$ cat src/rtl/expo_trig_pkg.sv
`timescale 1ns/1ps
package expo_trig_pkg;
   typedef enum logic [2:0] {
      EXP_INTERNAL = 3'd2,
      EXP_MAXEXP   = 3'd3,
      EXP_WIDTH    = 3'd4,
      EXP_RATE     = 3'd6
   } expo_mode_e;

   function automatic logic mode_triggers(input logic [2:0] code);
      return (code == EXP_MAXEXP) || (code == EXP_WIDTH) || (code == EXP_RATE);
   endfunction

   function automatic logic mode_sets_width(input logic [2:0] code);
      return code == EXP_WIDTH;
   endfunction
endpackage

$ cat src/rtl/expo_trig_cfg.sv
`timescale 1ns/1ps
module expo_trig_cfg
   import expo_trig_pkg::*;
#(
   parameter int unsigned CNT_W = 32
) (
   input  logic             enable,
   input  logic [2:0]       exp_mode,
   input  logic [CNT_W-1:0] frame_period,
   input  logic [CNT_W-1:0] width_time,
   input  logic [CNT_W-1:0] strobe_width,
   output logic             ld_ok,
   output logic [CNT_W-1:0] ld_period,
   output logic [CNT_W-1:0] ld_high,
   output logic             ld_sat
);
   localparam logic [CNT_W-1:0] MIN_PER = CNT_W'(2);
   logic [CNT_W-1:0] raw_high;

   // floor the period at two cycles
   assign ld_period = (frame_period < MIN_PER) ? MIN_PER : frame_period;
   assign raw_high  = mode_sets_width(exp_mode) ? width_time : strobe_width;
   // clip a high time that does not fit
   assign ld_sat    = raw_high >= ld_period;
   assign ld_high   = ld_sat ? (ld_period - CNT_W'(1)) : raw_high;
   assign ld_ok     = enable && mode_triggers(exp_mode);
endmodule

$ cat src/rtl/expo_trig_seq.sv
`timescale 1ns/1ps
module expo_trig_seq #(
   parameter int unsigned CNT_W   = 32,
   parameter bit          REG_OUT = 1'b1
) (
   input  logic             clk,
   input  logic             rst_n,
   input  logic             ld_ok,
   input  logic [CNT_W-1:0] ld_period,
   input  logic [CNT_W-1:0] ld_high,
   input  logic             ld_sat,
   output logic             cc1,
   output logic             cfg_err
);
   logic             run_q, run_d;
   logic [CNT_W-1:0] cnt_q, cnt_d, per_q, per_d, hi_q, hi_d;
   logic             err_q, err_d;
   logic             last_tick;

   assign last_tick = run_q && (cnt_q == per_q - CNT_W'(1));

   always_comb begin
      run_d = run_q;
      cnt_d = cnt_q;
      per_d = per_q;
      hi_d  = hi_q;
      err_d = err_q;
      if (!run_q || last_tick) begin
         cnt_d = '0;
         if (ld_ok) begin
            run_d = 1'b1;
            per_d = ld_period;
            hi_d  = ld_high;
            err_d = ld_sat;
         end else begin
            run_d = 1'b0;
         end
      end else begin
         cnt_d = cnt_q + CNT_W'(1);
      end
   end

   always_ff @(posedge clk or negedge rst_n) begin
      if (!rst_n) begin
         run_q <= 1'b0;
         cnt_q <= '0;
         per_q <= CNT_W'(2);
         hi_q  <= '0;
         err_q <= 1'b0;
      end else begin
         run_q <= run_d;
         cnt_q <= cnt_d;
         per_q <= per_d;
         hi_q  <= hi_d;
         err_q <= err_d;
      end
   end

   assign cfg_err = err_q;

   generate
      if (REG_OUT) begin : g_reg_out
         logic cc1_q;
         always_ff @(posedge clk or negedge rst_n) begin
            if (!rst_n) cc1_q <= 1'b0;
            else        cc1_q <= run_d && (cnt_d < hi_d);
         end
         assign cc1 = cc1_q;
      end else begin : g_comb_out
         assign cc1 = run_q && (cnt_q < hi_q);
      end
   endgenerate


   pulse_at_start_chk: assert property (@(posedge clk) disable iff (!rst_n)
      $rose(cc1) |-> (cnt_q == '0));

   pulse_width_chk: assert property (@(posedge clk) disable iff (!rst_n)
      $fell(cc1) |-> (cnt_q == $past(hi_q)));

   high_fits_chk: assert property (@(posedge clk) disable iff (!rst_n)
      run_q |-> (hi_q < per_q));

   min_period_chk: assert property (@(posedge clk) disable iff (!rst_n)
      run_q |-> (per_q >= CNT_W'(2)));

   shadow_hold_chk: assert property (@(posedge clk) disable iff (!rst_n)
      (run_q && cnt_q != '0) |-> ($stable(per_q) && $stable(hi_q) && $stable(err_q)));

   stop_at_end_chk: assert property (@(posedge clk) disable iff (!rst_n)
      $fell(run_q) |-> ($past(cnt_q) == $past(per_q) - CNT_W'(1)));
endmodule

$ cat src/rtl/expo_trig_gen.sv
`timescale 1ns/1ps
module expo_trig_gen #(
   parameter int unsigned CNT_W   = 32,
   parameter bit          REG_OUT = 1'b1
) (
   input  logic             clk,
   input  logic             rst_n,
   input  logic             enable,
   input  logic [2:0]       exp_mode,
   input  logic [CNT_W-1:0] frame_period,
   input  logic [CNT_W-1:0] width_time,
   input  logic [CNT_W-1:0] strobe_width,
   output logic             cc1,
   output logic             cfg_err
);
   generate
      if (CNT_W < 2 || CNT_W > 64) begin : g_bad_width
         $error("expo_trig_gen: CNT_W must lie in 2..64");
      end
   endgenerate

   logic             ld_ok, ld_sat;
   logic [CNT_W-1:0] ld_period, ld_high;

   expo_trig_cfg #(.CNT_W(CNT_W)) u_cfg (
      .enable       (enable),
      .exp_mode     (exp_mode),
      .frame_period (frame_period),
      .width_time   (width_time),
      .strobe_width (strobe_width),
      .ld_ok        (ld_ok),
      .ld_period    (ld_period),
      .ld_high      (ld_high),
      .ld_sat       (ld_sat)
   );

   expo_trig_seq #(.CNT_W(CNT_W), .REG_OUT(REG_OUT)) u_seq (
      .clk       (clk),
      .rst_n     (rst_n),
      .ld_ok     (ld_ok),
      .ld_period (ld_period),
      .ld_high   (ld_high),
      .ld_sat    (ld_sat),
      .cc1       (cc1),
      .cfg_err   (cfg_err)
   );


   quiet_mode_chk: assert property (@(posedge clk) disable iff (!rst_n)
      (!cc1 && !ld_ok) |=> !$rose(cc1));
endmodule

$ cat config.mk
export PLATFORM = sky130hd
export DESIGN_NAME = expo_trig_gen
export DESIGN_NICKNAME = d
export VERILOG_FILES = /design/src/rtl/expo_trig_pkg.sv /design/src/rtl/expo_trig_cfg.sv /design/src/rtl/expo_trig_seq.sv /design/src/rtl/expo_trig_gen.sv
export SDC_FILE = /design/constraint.sdc
export NUM_CORES = 1
export LEC_CHECK = 0
export BUFFER_PORTS_ARGS = -buffer_cell sky130_fd_sc_hd__buf_2
export CAP_MARGIN = 15
export CORE_AREA = 2 2 118 120
export DETAILED_ROUTE_END_ITERATION = 7
export DIE_AREA = 0 0 120 122
export PLACE_DENSITY_LB_ADDON = 0.3
export SLEW_MARGIN = 20
export SYNTH_ARGS = -nofsm -noshare
export SYNTH_HDL_FRONTEND = slang
export SYNTH_HIERARCHICAL = 1
export SYNTH_SLANG_ARGS = --single-unit
$ cat constraint.sdc
create_clock -name clk -period 10.1 [get_ports clk]
set_clock_uncertainty 0.05 [all_clocks]
set_input_delay 0 -clock clk [delete_from_list [all_inputs] [get_ports clk]]
set_output_delay 0 -clock clk [all_outputs]
set_load 0.02 [all_outputs]
* Word level (Yosys, flattened, before mapping)
Index checks and enable logic that the tools add are counted.
** Operators by class
- Mux-type cells :: 8
- Reductions and logical operators :: 8
- Equal/unequal tests :: 4
- Add/subtract/negate cells :: 3
- Order comparisons :: 3
** Operators with widths (number)
- two-way mux 32 bit :: 6
- subtractor 32 x 1 -> 32 bit, second input constant :: 2
- adder 32 x 1 -> 32 bit, second input constant :: 1
- == test 32 bit :: 1
- >= comparator 32 bit :: 1
- < comparator 32 x 2 -> 1 bit, second input constant :: 1
- < comparator 32 bit :: 1
- == test 3 bit, second input constant :: 2
- == test 3 x 2 -> 1 bit, second input constant :: 1
- logical AND 1 bit :: 3
- logical OR 1 bit :: 3
- two-way mux 1 bit :: 2
- AND reduction 2 bit :: 1
- zero test 1 bit :: 1
** Storage, ports and cells
- Output and inout port bits :: 2
- Bits in registers :: 99

* Longest topological paths before layout
- Depth after elaboration :: 8
- Mapped depth :: 24
- Depth with buffers taken out :: 22

* By module
The synthesis kept the hierarchy.
** Modules (own cells, without submodules)
- expo_trig_seq :: seq. area each 2478.6 µm², cells an instance 581, area each 6189.7 µm², instances 1
- expo_trig_cfg :: seq. area each 0.0 µm², cells an instance 313, area each 2353.5 µm², instances 1

* Least setup slack after synthesis
No wires, ideal clock.
- Kind :: register to register
- Start point :: register u_seq.per_q[0]
- End point :: register u_seq.g_reg_out.cc1_q, in the netlist u_seq/cc1
- Arrival :: 5141 ps
- Cell stages (with the launch flop) :: 22
- Library setup time :: 88 ps
- Slack :: 4821 ps
- Clock period less this slack :: 5279 ps
- Buffers on the path :: 5
- Cell sequence :: dfrtp_1 -> inv_1 -> ha_1 -> or3b_1 -> or3_1 -> clkbuf_1 -> nor3_2 -> xnor2_1 -> or4_1 -> or4_1 -> buf_2 -> a21bo_1 -> buf_2 -> buf_6 -> buf_2 -> mux2i_1 -> ha_1 -> a21o_1 -> a2111oi_0 -> o21bai_1 -> or4_1 -> nor3b_1
** On the way
- Word-level cells in the longest chain between the ends :: 7
- Elaborated cells on any way between the ends :: 9
** RTL lines
- start: declaration :: line expo_trig_seq.sv:16 : logic [CNT_W-1:0] cnt_q, cnt_d, per_q, per_d, hi_q, hi_d;
- start signal: assignment :: line expo_trig_seq.sv:53 : per_q <= per_d;
- subtractor 32 x 1 -> 32 bit * :: line expo_trig_seq.sv:20 : assign last_tick = run_q && (cnt_q == per_q - CNT_W'(1));
- == test 32 bit * :: line expo_trig_seq.sv:20
- logical AND 1 bit * :: line expo_trig_seq.sv:20
- logical OR 1 bit * :: line expo_trig_seq.sv:28 : if (!run_q || last_tick) begin
- two-way mux 32 bit :: line expo_trig_seq.sv:28
- < comparator 32 bit :: line expo_trig_seq.sv:66 : else cc1_q <= run_d && (cnt_d < hi_d);
- logical AND 1 bit * :: line expo_trig_seq.sv:66
- end signal: assignment :: line expo_trig_seq.sv:66
- end: declaration :: line expo_trig_seq.sv:63 : logic cc1_q;
Mark *: on every way between the ends. The rest lies on a longest branch, timed or not.
A chain may end at the register's enable or synchronous reset.

* Worst setup path after layout
- Start point :: input port frame_period[30]
- End point :: register u_seq.g_reg_out.cc1_q, in the netlist u_seq/cc1
** On the way
- Word-level cells in the longest chain between the ends :: 8
- Elaborated cells on any way between the ends :: 9
** RTL lines
- start: declaration :: line expo_trig_gen.sv:10 : input logic [CNT_W-1:0] frame_period,
- < comparator 32 x 2 -> 1 bit :: line expo_trig_cfg.sv:21 : assign ld_period = (frame_period < MIN_PER) ? MIN_PER : frame_period;
- two-way mux 32 bit :: line expo_trig_cfg.sv:21
- named net ld_period[0] :: line expo_trig_gen.sv:23 : logic [CNT_W-1:0] ld_period, ld_high;
- >= comparator 32 bit :: line expo_trig_cfg.sv:24 : assign ld_sat = raw_high >= ld_period;
- named net ld_sat :: line expo_trig_gen.sv:22 : logic ld_ok, ld_sat;
- two-way mux 32 bit :: line expo_trig_cfg.sv:25 : assign ld_high = ld_sat ? (ld_period - CNT_W'(1)) : raw_high;
- named net ld_high[7] :: line expo_trig_gen.sv:23
- two-way mux 32 bit :: line expo_trig_seq.sv:30 : if (ld_ok) begin
- two-way mux 32 bit :: line expo_trig_seq.sv:28
- < comparator 32 bit :: line expo_trig_seq.sv:66
- logical AND 1 bit :: line expo_trig_seq.sv:66
The timed path passes the listed nets, and every way through them passes these cells.

==> out/metrics.cfg <==
[critical_path]
start_kind = input port
crit_arrival_ns = 6.63
r2r_cells = 16
reg2reg_from = u_seq/per_q[8]
crit_end = u_seq/cc1
criticalPathCategory = input port to flip-flop
required_ns = 10.30
r2r-end = u_seq/cc1
cp-startpoint = frame_period[30]
cp_max_fo = 33
rrSetupSlack_ns = 3.82
endpoint_kind = flip-flop

[detailed_routing]
routed_wl_um = 22780
drt_iter0_markers = 605
post_drt_via_cell_ratio = 6.390
drc = 0
ant_nets = 0
wl_per_cell_um = 19.60
num_vias = 7425
dr.pass1.iters = 5

[sta]
setup-violations-final = 0
worst_slew_pin_slew_ns = 1.048
setup-tns-final_ns = 0
rsz0062_at_grt = false
min_period_ns = 6.434
hold_violations = 0
fin_crit_sh_pct = 63.70
drv_slew = 0
fmax_mhz = 155.4
slew_headroom_pct = 29.97

[worst_hold_path]
timing.hold.worst.start = frame_period[1]
hold_class = input port to flip-flop

[power]
power.share.clock_pct = 23.7
ir_drop_mv = 0.09034
power_density_mw_per_mm2 = 159.8
switchingPower_uw = 559.4
switching_share_pct = 36.12
power_frac_comb_pct = 38.3
p_int_uw = 989.3
power_leakage_nw = 4.615
sequentialPowerShare_pct = 38.0
p_total_mw = 1.549

[yosys]
netlist_area_mm2 = 0.008543
yosys_warnings = 6
yosysSeqAreaShare_pct = 29.01
synth_area_per_cell_um2 = 9.556
synth_edf_count = 0
syn_nets = 1062
synth.distinct_cells = 69
synth_seq_cells = 99
async_reset_ff_share_pct = 100.0
syn_inst = 894
synth_flop_cell = dfrtp_1

[die]
die_h_um = 122
pin_count = 104
dieArea_mm2 = 0.01464
row_count = 43
die-width_um = 120
fp.coreArea_mm2 = 0.01350
start_util_pct = 63.26

[status]
status = complete, no violations

[global_routing]
antenna_found_initial = 0
overflow = 0
grt_usage_pct = 31.49
grt_pass1_wl_um = 36430
grt_pass1_vias = 7197
grt_max_degree = 74

[clock_network]
cts_root_buf = clkbuf_16
cts.sink_count = 99
clock_latency_ns = 0.34
cts_buffers = 9
cts-resized-gates = 0
cts_tree = built
path_clk_slew_ns = 0.07
clock_path_buffers = 2
htreeDepth = 3

[placement]
dpl_cell_area_mm2 = 0.009047
placed_cells = 1115
io_buffers = 103
gp_congestion = 0.9454
dpl.hpwl_um = 16760

[finish]
drive_above_1_share_pct = 24.64
final_nets = 1146
syn_to_final_growth_pct = 13.44
finalInstanceArea_mm2 = 0.009692
final_core_util_pct = 71.77
diodes = 0
stdcell_count = 1162

[job]
maxCapViolations = 0

==> kinds of logic (layout without fill, tap and decap cells) <==
group                    Yosys count  count (layout)  synth area share, %
adder cells (fa/ha/maj)           66              66                9.666
AO/OA/AOI/OAI                    106             106                8.714
multiplexers                     155             155                20.31
buffers and inverters            108             196                5.272
flip-flops                        99              99                29.01
AND/OR/NAND/NOR                  266             266                17.38
XOR/XNOR                          94              94                9.637
==> state kept, by name, indices dropped and copies added, names as in the netlist <==
signal         count
u_seq/per_q       32
u_seq/run_q        1
u_seq/cfg_err      1
u_seq/hi_q        32
u_seq/cc1          1
u_seq/cnt_q       32
==> routing by layer <==
layer | GRT usage, % | vias up | share of wire, %
met1 | 43.57 | 3568 | 43
met2 | 50.21 | 398 | 47
li1 | - | 3414 | -
met4 | 11.03 | 0 | 2.5
met3 | 5.150 | 45 | 7.3
met5 | 0 | - | 0
==> critical path: stages <==
cell and delay (ns):
dlygate4sd3_1 0.54, buf_2 0.16, or4_1 0.60, nor4_4 0.42, nand4_1 0.40, o21ai_1 0.34, inv_2 0.11, ha_1 0.21
nor2b_1 0.12, o211a_1 0.15, o311a_1 0.19, o41ai_2 0.11, a21oi_4 0.85, mux2_2 0.45, mux2i_1 0.16, ha_1 0.28
a21oi_1 0.17, o21ai_0 0.16, a2111oi_0 0.39, o21bai_1 0.10, or4_1 0.51, nor3b_1 0.21
==> final cells by class <==
cell class / count / area, um2
Multi-Input combinational cell: 687 / 5640
Fill cell: 946 / 3812
Sequential cell: 99 / 2479
Timing Repair Buffer: 140 / 875.8
Clock buffer: 11 / 242.7
Tap cell: 180 / 225.2
Inverter: 41 / 153.9
Clock inverter: 4 / 75.07
==> cells in the mapped netlist (7+ instances only) <==
| master | number | share of area (%) |
|---|---|---|
| or4_1 | 11 | 0.97 |
| nand4_1 | 34 | 2.5 |
| nor4_1 | 14 | 1.0 |
| or3_1 | 10 | 0.73 |
| xnor2_1 | 53 | 5.4 |
| a211oi_1 | 7 | 0.62 |
| xor2_1 | 41 | 4.2 |
| mux2i_1 | 35 | 4.1 |
| a21oi_1 | 29 | 1.7 |
| mux2_2 | 92 | 12 |
| nor2b_1 | 7 | 0.51 |
| nand3_1 | 21 | 1.2 |
| buf_2 | 12 | 0.70 |
| nor2_1 | 62 | 2.7 |
| inv_1 | 40 | 1.8 |
| nand2_1 | 32 | 1.4 |
| o21ai_0 | 13 | 0.76 |
| and3_1 | 14 | 1.0 |
| mux2_4 | 9 | 1.6 |
| nor3_1 | 26 | 1.5 |
| o211ai_1 | 7 | 0.62 |
| dfrtp_1 | 98 | 29 |
| a2bb2oi_1 | 7 | 0.72 |
| clkbuf_1 | 50 | 2.2 |
| ha_1 | 66 | 9.7 |
| mux2_1 | 19 | 2.5 |
==> stage by stage <==
stage               hold slack, ns  setup slack (ns)
finish                      0.1293             3.666
global route                0.1222             3.316
CTS                        0.09354             3.863
detailed placement        -0.02417             3.928
global placement          -0.02902             3.974
floorplan                  -0.3456             4.821
==> power by group through the flow <==
| stage | clock, mW | sequential, mW | combinational, mW |
|---|---|---|---|
| after floorplan | 0 | 0.549 | 0.432 |
| after global placement | 0 | 0.584 | 0.543 |
| after detailed placement | 0 | 0.589 | 0.559 |
| after CTS | 0.370 | 0.583 | 0.577 |
| after global routing | 0.388 | 0.599 | 0.644 |
| final | 0.367 | 0.589 | 0.593 |
==> placed cells by master (no fill, tap or decap), drive strengths merged, types with 8 or more instances in the layout <==
| master | instances |
|---|---|
| nand2 | 32 |
| a211oi | 8 |
| inv | 41 |
| and3 | 14 |
| nor2 | 63 |
| ha | 66 |
| mux2 | 120 |
| or4 | 14 |
| clkbuf | 11 |
| o21ai | 15 |
| nand4 | 34 |
| nor3 | 27 |
| nand3 | 21 |
| dfrtp | 98 |
| a21oi | 29 |
| nor4 | 17 |
| xor2 | 41 |
| xnor2 | 53 |
| dlygate4sd3 | 32 |
| or3 | 10 |
| buf | 108 |
| mux2i | 35 |
==> repair_timing <==
action                    in CTS  in global routing
setup buffers                  0                  0
hold buffers                  32                  0
hold endpoints to repair      73                  0
==> worst min path at each step <==
| stage | to | slack, ns | depth (start not counted) |
|---|---|---|---|
| 3_3_place_gp | u_seq/hi_q[3] | -0.03 | 1 |
| 5_1_grt | u_seq/per_q[0] | 0.12 | 4 |
| 6_report | u_seq/per_q[1] | 0.13 | 4 |
| 4_1_cts | u_seq/per_q[0] | 0.09 | 4 |
| 3_5_place_dp | u_seq/hi_q[3] | -0.02 | 1 |
| 2_1_floorplan | u_seq/cc1 | -0.35 | 0 |
Note: power is estimated with default switching activity, not from simulation.
